$ cat config.mk
export PLATFORM = sky130hd
export DESIGN_NAME = ld_entry_arb
export DESIGN_NICKNAME = d
export VERILOG_FILES = /design/src/rtl/ld_arb_pkg.sv /design/src/rtl/ld_arb_pick.sv /design/src/rtl/ld_arb_attr.sv /design/src/rtl/ld_entry_arb.sv
export SDC_FILE = /design/constraint.sdc
export NUM_CORES = 1
export LEC_CHECK = 0
export CAP_MARGIN = 20
export CORE_AREA = 2 2 140 142
export CTS_BUF_LIST = sky130_fd_sc_hd__clkbuf_4
export CTS_CLUSTER_DIAMETER = 60
export DETAILED_ROUTE_END_ITERATION = 16
export DIE_AREA = 0 0 142 144
export DONT_BUFFER_PORTS = 1
export GPL_TIMING_DRIVEN = 1
export MAX_ROUTING_LAYER = met4
export PLACE_DENSITY = 0.3
export SETUP_SLACK_MARGIN = 0.05
export SLEW_MARGIN = 20
export SYNTH_ARGS = -nofsm -noshare
export SYNTH_HDL_FRONTEND = slang
export SYNTH_SLANG_ARGS = --single-unit
$ cat constraint.sdc
create_clock -name clk_i -period 2.1 [get_ports clk_i]
set_input_delay 0.42 -clock clk_i [delete_from_list [all_inputs] [get_ports clk_i]]
set_output_delay 0.42 -clock clk_i [all_outputs]
set_load 0.02 [all_outputs]
$ cat src/rtl/ld_arb_pkg.sv
package ld_arb_pkg;

    localparam int unsigned NUM_SRC  = 6;
    localparam int unsigned SRC_ID_W = 3;

    typedef enum logic [SRC_ID_W-1:0] {
        SRC_LSQ_REPLAY = 3'd0,
        SRC_HWPF_HI    = 3'd1,
        SRC_RS_ISSUE   = 3'd2,
        SRC_VEC_ISSUE  = 3'd3,
        SRC_FAST_PATH  = 3'd4,
        SRC_HWPF_LO    = 3'd5
    } ld_src_e;

    typedef struct packed {
        logic    valid;
        ld_src_e src;
        logic    first_issue;
        logic    prefetch;
        logic    hw_pf;
        logic    sw_pf;
    } stage1_t;

endpackage

$ cat src/rtl/ld_arb_pick.sv
module ld_arb_pick #(
    parameter int unsigned N    = 6,
    parameter int unsigned ID_W = 3
) (
    input  logic [N-1:0]    req_i,
    output logic [N-1:0]    grant_o,
    output logic [ID_W-1:0] id_o,
    output logic            any_o
);

    genvar i;
    generate
        for (i = 0; i < N; i++) begin : g_grant
            if (i == 0) begin : g_top
                assign grant_o[i] = req_i[i];
            end else begin : g_low
                assign grant_o[i] = req_i[i] & ~(|req_i[i-1:0]);
            end
        end
    endgenerate

    always_comb begin
        id_o = '0;
        for (int k = 0; k < N; k++) begin
            if (grant_o[k]) id_o = ID_W'(k);
        end
    end

    assign any_o = |req_i;

endmodule

$ cat src/rtl/ld_arb_attr.sv
module ld_arb_attr
    import ld_arb_pkg::*;
(
    input  ld_src_e src_i,
    input  logic    rs_swpf_i,
    output logic    first_issue_o,
    output logic    prefetch_o,
    output logic    hw_pf_o,
    output logic    sw_pf_o
);

    always_comb begin
        first_issue_o = 1'b0;
        hw_pf_o       = 1'b0;
        sw_pf_o       = 1'b0;
        unique case (src_i)
            SRC_HWPF_HI, SRC_HWPF_LO: hw_pf_o = 1'b1;
            SRC_RS_ISSUE: begin
                first_issue_o = 1'b1;
                sw_pf_o       = rs_swpf_i;
            end
            SRC_VEC_ISSUE: first_issue_o = 1'b1;
            default: ;
        endcase
        prefetch_o = hw_pf_o | sw_pf_o;
    end

endmodule

$ cat src/rtl/ld_entry_arb.sv
module ld_entry_arb
    import ld_arb_pkg::*;
#(
    parameter int unsigned ADDR_W = 40,
    parameter int unsigned TAG_W  = 8
) (
    input  logic                            clk_i,
    input  logic                            rst_ni,
    input  logic [NUM_SRC-1:0]              req_valid_i,
    input  logic [NUM_SRC-1:0][ADDR_W-1:0]  req_addr_i,
    input  logic [NUM_SRC-1:0][TAG_W-1:0]   req_tag_i,
    input  logic                            rs_swpf_i,
    output logic [NUM_SRC-1:0]              req_ready_o,
    input  logic                            pipe_ready_i,
    output logic                            s0_valid_o,
    output logic [SRC_ID_W-1:0]             s0_src_o,
    output logic [ADDR_W-1:0]               s0_addr_o,
    output logic [TAG_W-1:0]                s0_tag_o,
    output logic                            s0_first_issue_o,
    output logic                            s0_prefetch_o,
    input  logic                            s1_tlb_miss_i,
    output logic                            s1_valid_o,
    output logic [SRC_ID_W-1:0]             s1_src_o,
    output logic                            s1_replay_ok_o,
    output logic                            s1_train_o
);

    localparam int unsigned FAST_IDX = int'(SRC_FAST_PATH);

    logic [NUM_SRC-1:0]  req_gated;
    logic [NUM_SRC-1:0]  grant;
    logic [SRC_ID_W-1:0] win_id;
    logic                any_req;
    logic                fast_blocked;
    logic                first_issue, prefetch, hw_pf, sw_pf;
    logic                fire;
    stage1_t             s1_d, s1_q;

    // The fast path is speculative: any replayed or newly issued load shuts it out.
    always_comb begin
        fast_blocked = req_valid_i[SRC_LSQ_REPLAY] | req_valid_i[SRC_RS_ISSUE]
                     | req_valid_i[SRC_VEC_ISSUE];
        req_gated = req_valid_i;
        req_gated[FAST_IDX] = req_valid_i[FAST_IDX] & ~fast_blocked;
    end

    ld_arb_pick #(.N(NUM_SRC), .ID_W(SRC_ID_W)) u_pick (
        .req_i   (req_gated),
        .grant_o (grant),
        .id_o    (win_id),
        .any_o   (any_req)
    );

    ld_arb_attr u_attr (
        .src_i         (ld_src_e'(win_id)),
        .rs_swpf_i     (rs_swpf_i),
        .first_issue_o (first_issue),
        .prefetch_o    (prefetch),
        .hw_pf_o       (hw_pf),
        .sw_pf_o       (sw_pf)
    );

    always_comb begin
        s0_addr_o = '0;
        s0_tag_o  = '0;
        for (int k = 0; k < NUM_SRC; k++) begin
            if (grant[k]) begin
                s0_addr_o = req_addr_i[k];
                s0_tag_o  = req_tag_i[k];
            end
        end
    end

    assign s0_valid_o       = any_req;
    assign s0_src_o         = win_id;
    assign s0_first_issue_o = first_issue;
    assign s0_prefetch_o    = prefetch;
    assign req_ready_o      = pipe_ready_i ? grant : '0;
    assign fire             = any_req & pipe_ready_i;

    always_comb begin
        s1_d       = s1_q;
        s1_d.valid = fire;
        if (fire) begin
            s1_d.src         = ld_src_e'(win_id);
            s1_d.first_issue = first_issue;
            s1_d.prefetch    = prefetch;
            s1_d.hw_pf       = hw_pf;
            s1_d.sw_pf       = sw_pf;
        end
    end

    always_ff @(posedge clk_i or negedge rst_ni) begin
        if (!rst_ni) s1_q <= '0;
        else         s1_q <= s1_d;
    end

    assign s1_valid_o     = s1_q.valid;
    assign s1_src_o       = s1_q.src;
    assign s1_replay_ok_o = s1_q.valid & ~s1_q.hw_pf & (~s1_q.sw_pf | s1_tlb_miss_i);
    assign s1_train_o     = s1_q.valid & s1_q.first_issue & ~s1_q.prefetch;

endmodule

==> impl_metrics.toml <==
[status]
status = "completed"

[synth]
ys_seq_area_frac = 0.0702
synth_edf_count = 0
synth_nets = 788
syn_inst = 489
yosysWarnings = 0
netlist_area_um2 = 2850
synthFlopType = "dfrtp_1"
synth_cell_types = 35
async_flop_share = 1.00
synth_area_per_cell_um2 = 5.83
synth-seq-cells = 8

[detailed_routing]
first_pass_iters = 4
wl_per_cell_um = 24.6
drt_iter0_drc = 240
via_count = 3958
via_per_inst = 5.67
routed_wl_mm = 17.2
drc = 0
ant_nets = 0

[pwr]
power.leakage_nw = 1.39
powerDensity_nw_per_um2 = 252
p_seq_frac = 0.181
power.switching_mw = 0.498
ir_worst_vdd_uv = 111
power.internal_mw = 0.502
sw_frac_of_total = 0.498
clock_power_share = 0.119
p_comb_frac = 0.700

[layout]
fin_util = 0.208
num-fill-cells = 2140
final_cell_mix = "nand2_1, a21oi_1, a221o_1, nand2b_1, nand3_1"
area_delta_synth_final_pct = 38.9
nets = 759
layout-drive-gt1-share = 0.332
mostFrequentLayoutCell = "nand2_1"

[sta]
finalHoldViolCount = 0
skew_ns = 0
rsz0062_at_grt = "yes"
maxSlewViolCount = 0
fin_crit_sh = 0.993
tns_ns = 0
setup_violations = 0
worst_pin_slew_ns = 0.742
clock.fmax_ghz = 0.480
period_needed_ns = 2.08
layout_setup_ws_ns = 0.0156
relSlewSlack = 0.502

[worst_setup_path]
worstSetupEndpointType = "output pin"
cp_cell_sequence = "or3_4, nor4b_4, buf_6, buf_12, nand2_1, nand3_2"
crit_fanout = 55
worst_setup_path_start_kind = "input pin"
cpMaxStageDelayCell = "or3_4"
crit_type = "in -> out"
rr_worst_depth = 1
slowest_delay_ns = 0.41
r2r-end = "s1_src_o[0]$_DFFE_PN0P_"
r2r_slack_ns = 1.22
required_ns = 1.68
worstPathArrival_ns = 1.66
r2r_start = "s1_src_o[0]$_DFFE_PN0P_"

[job]
max_cap_violations = 0

[min_path]
whs_endpoint = "s1_valid_o$_DFF_PN0_"
min-delay-start = "pipe_ready_i"
min_path_type = "in -> reg"
min_path_cells = 2

[grt]
grt_pass1_wl_mm = 22.1
antenna_found_initial = 1
grt_usage = 0.147
grt_start_max_net_pins = 105
grt_pass1_vias = 3709
grt-ovfl-total = 0

[place]
port_buffers = 0
dp.final_hpwl_mm = 12.8
routabilityCongestion = 0.800
place_worst_setup_slack_ns = -0.286

[clock_tree]
clock_sinks = 8
clockBufferDepth = 2
clkLatencyLatePin_ns = 0.25
path_clk_slew_ns = 0.06
cts_inserted_buffers = 3
clockRootBuffer = "clkbuf_4"
cts_tree = "done"
htreeDepth = 1

[die]
die_y_um = 144
dieArea_um2 = 20400
die_width_um = 142
rows = 51
core-area_um2 = 19100
initial_core_util = 0.150
ios = 365
-- area by class of cell --
cell class	instances	area, um2	area share
antenna	2	5.00	0.00126
sequential	8	200	0.0505
timing repair buffer	23	307	0.0774
multi-input combinational	422	3120	0.788
inverter	2	7.51	0.00189
tap	238	298	0.0752
clock buffer	3	22.5	0.00568
-- flip-flops by register name, summed over array words and instances (netlist names) --
register    cells
s1_q            4
s1_src_o        3
s1_valid_o      1
-- worst max path at each step --
stage | start | endpoint | depth (start not counted)
2_1_floorplan | req_valid_i[1] | s0_addr_o[0] | 8
3_3_place_gp | req_valid_i[2] | s0_tag_o[3] | 5
3_5_place_dp | req_valid_i[2] | s0_tag_o[3] | 5
4_1_cts | req_valid_i[2] | s0_addr_o[12] | 7
5_1_grt | req_valid_i[1] | s0_addr_o[20] | 6
6_report | req_valid_i[1] | s0_tag_o[7] | 6
-- timing repair --
action	in CTS	in global routing
hold endpoints to repair	8	0
hold buffers	1	0
setup endpoints to repair	52	50
resized for setup	17	53
pin swaps	6	9
setup buffers	3	0
cloned	2	0
-- Yosys cell counts, drive strengths merged (3+ instances only) --
library cell | instances | area [um2]
mux2 | 4 | 45.0
nor3 | 3 | 15.0
nand2b | 48 | 300
nor2 | 18 | 67.6
a221o | 46 | 460
o21ai | 47 | 235
and2 | 5 | 31.3
clkbuf | 36 | 139
nand2 | 102 | 383
nor2b | 4 | 25.0
buf | 21 | 120
a21oi | 50 | 250
dfrtp | 8 | 200
nand3 | 66 | 330
a31oi | 14 | 87.6
-- through the flow --
step / instances / total power [mW] / area (um2) / hold WS (ns)
5_1_grt: 697 / 1.06 / 3960 / 0.318
4_1_cts: 698 / 0.973 / 3740 / 0.318
3_5_place_dp: 689 / 0.827 / 3530 / 0.125
3_3_place_gp: 689 / 0.823 / 3530 / 0.125
2_1_floorplan: 489 / 0.762 / 3320 / 0.124
6_report: 698 / 0.999 / 3960 / 0.317
-- critical path: cells and delay by family --
kind                   cells  cell delay [ns]
buffers and inverters      2             0.35
and+or+nand+nor            4             0.87
-- kinds of logic after synthesis --
kind of cell | count (synthesis) | synth area share
AND/OR/NAND/NOR | 253 | 0.428
AO/OA/AOI/OAI | 165 | 0.393
buffers and inverters | 59 | 0.0934
flip-flops | 8 | 0.0702
multiplexers | 4 | 0.0158
-- routing by layer --
metal | wire length (um) | part of all wire | vias up | track usage
met2 | 9280 | 0.54 | 282 | 0.283
met5 | 0 | 0 | - | -
met1 | 6200 | 0.36 | 1930 | 0.158
met3 | 1440 | 0.084 | 20 | 0.0265
met4 | 262 | 0.015 | 0 | 0.0300
li1 | - | - | 1726 | -
-- power groups by stage --
stage                     sequential (mW)  clock [mW]  combinational (mW)
after global routing                0.181       0.131               0.749
after global placement              0.183           0               0.640
after CTS                           0.180       0.123               0.670
after floorplan                     0.174           0               0.588
after detailed placement            0.183           0               0.644
final                               0.181       0.119               0.700
(Power assumes the default switching activity.)
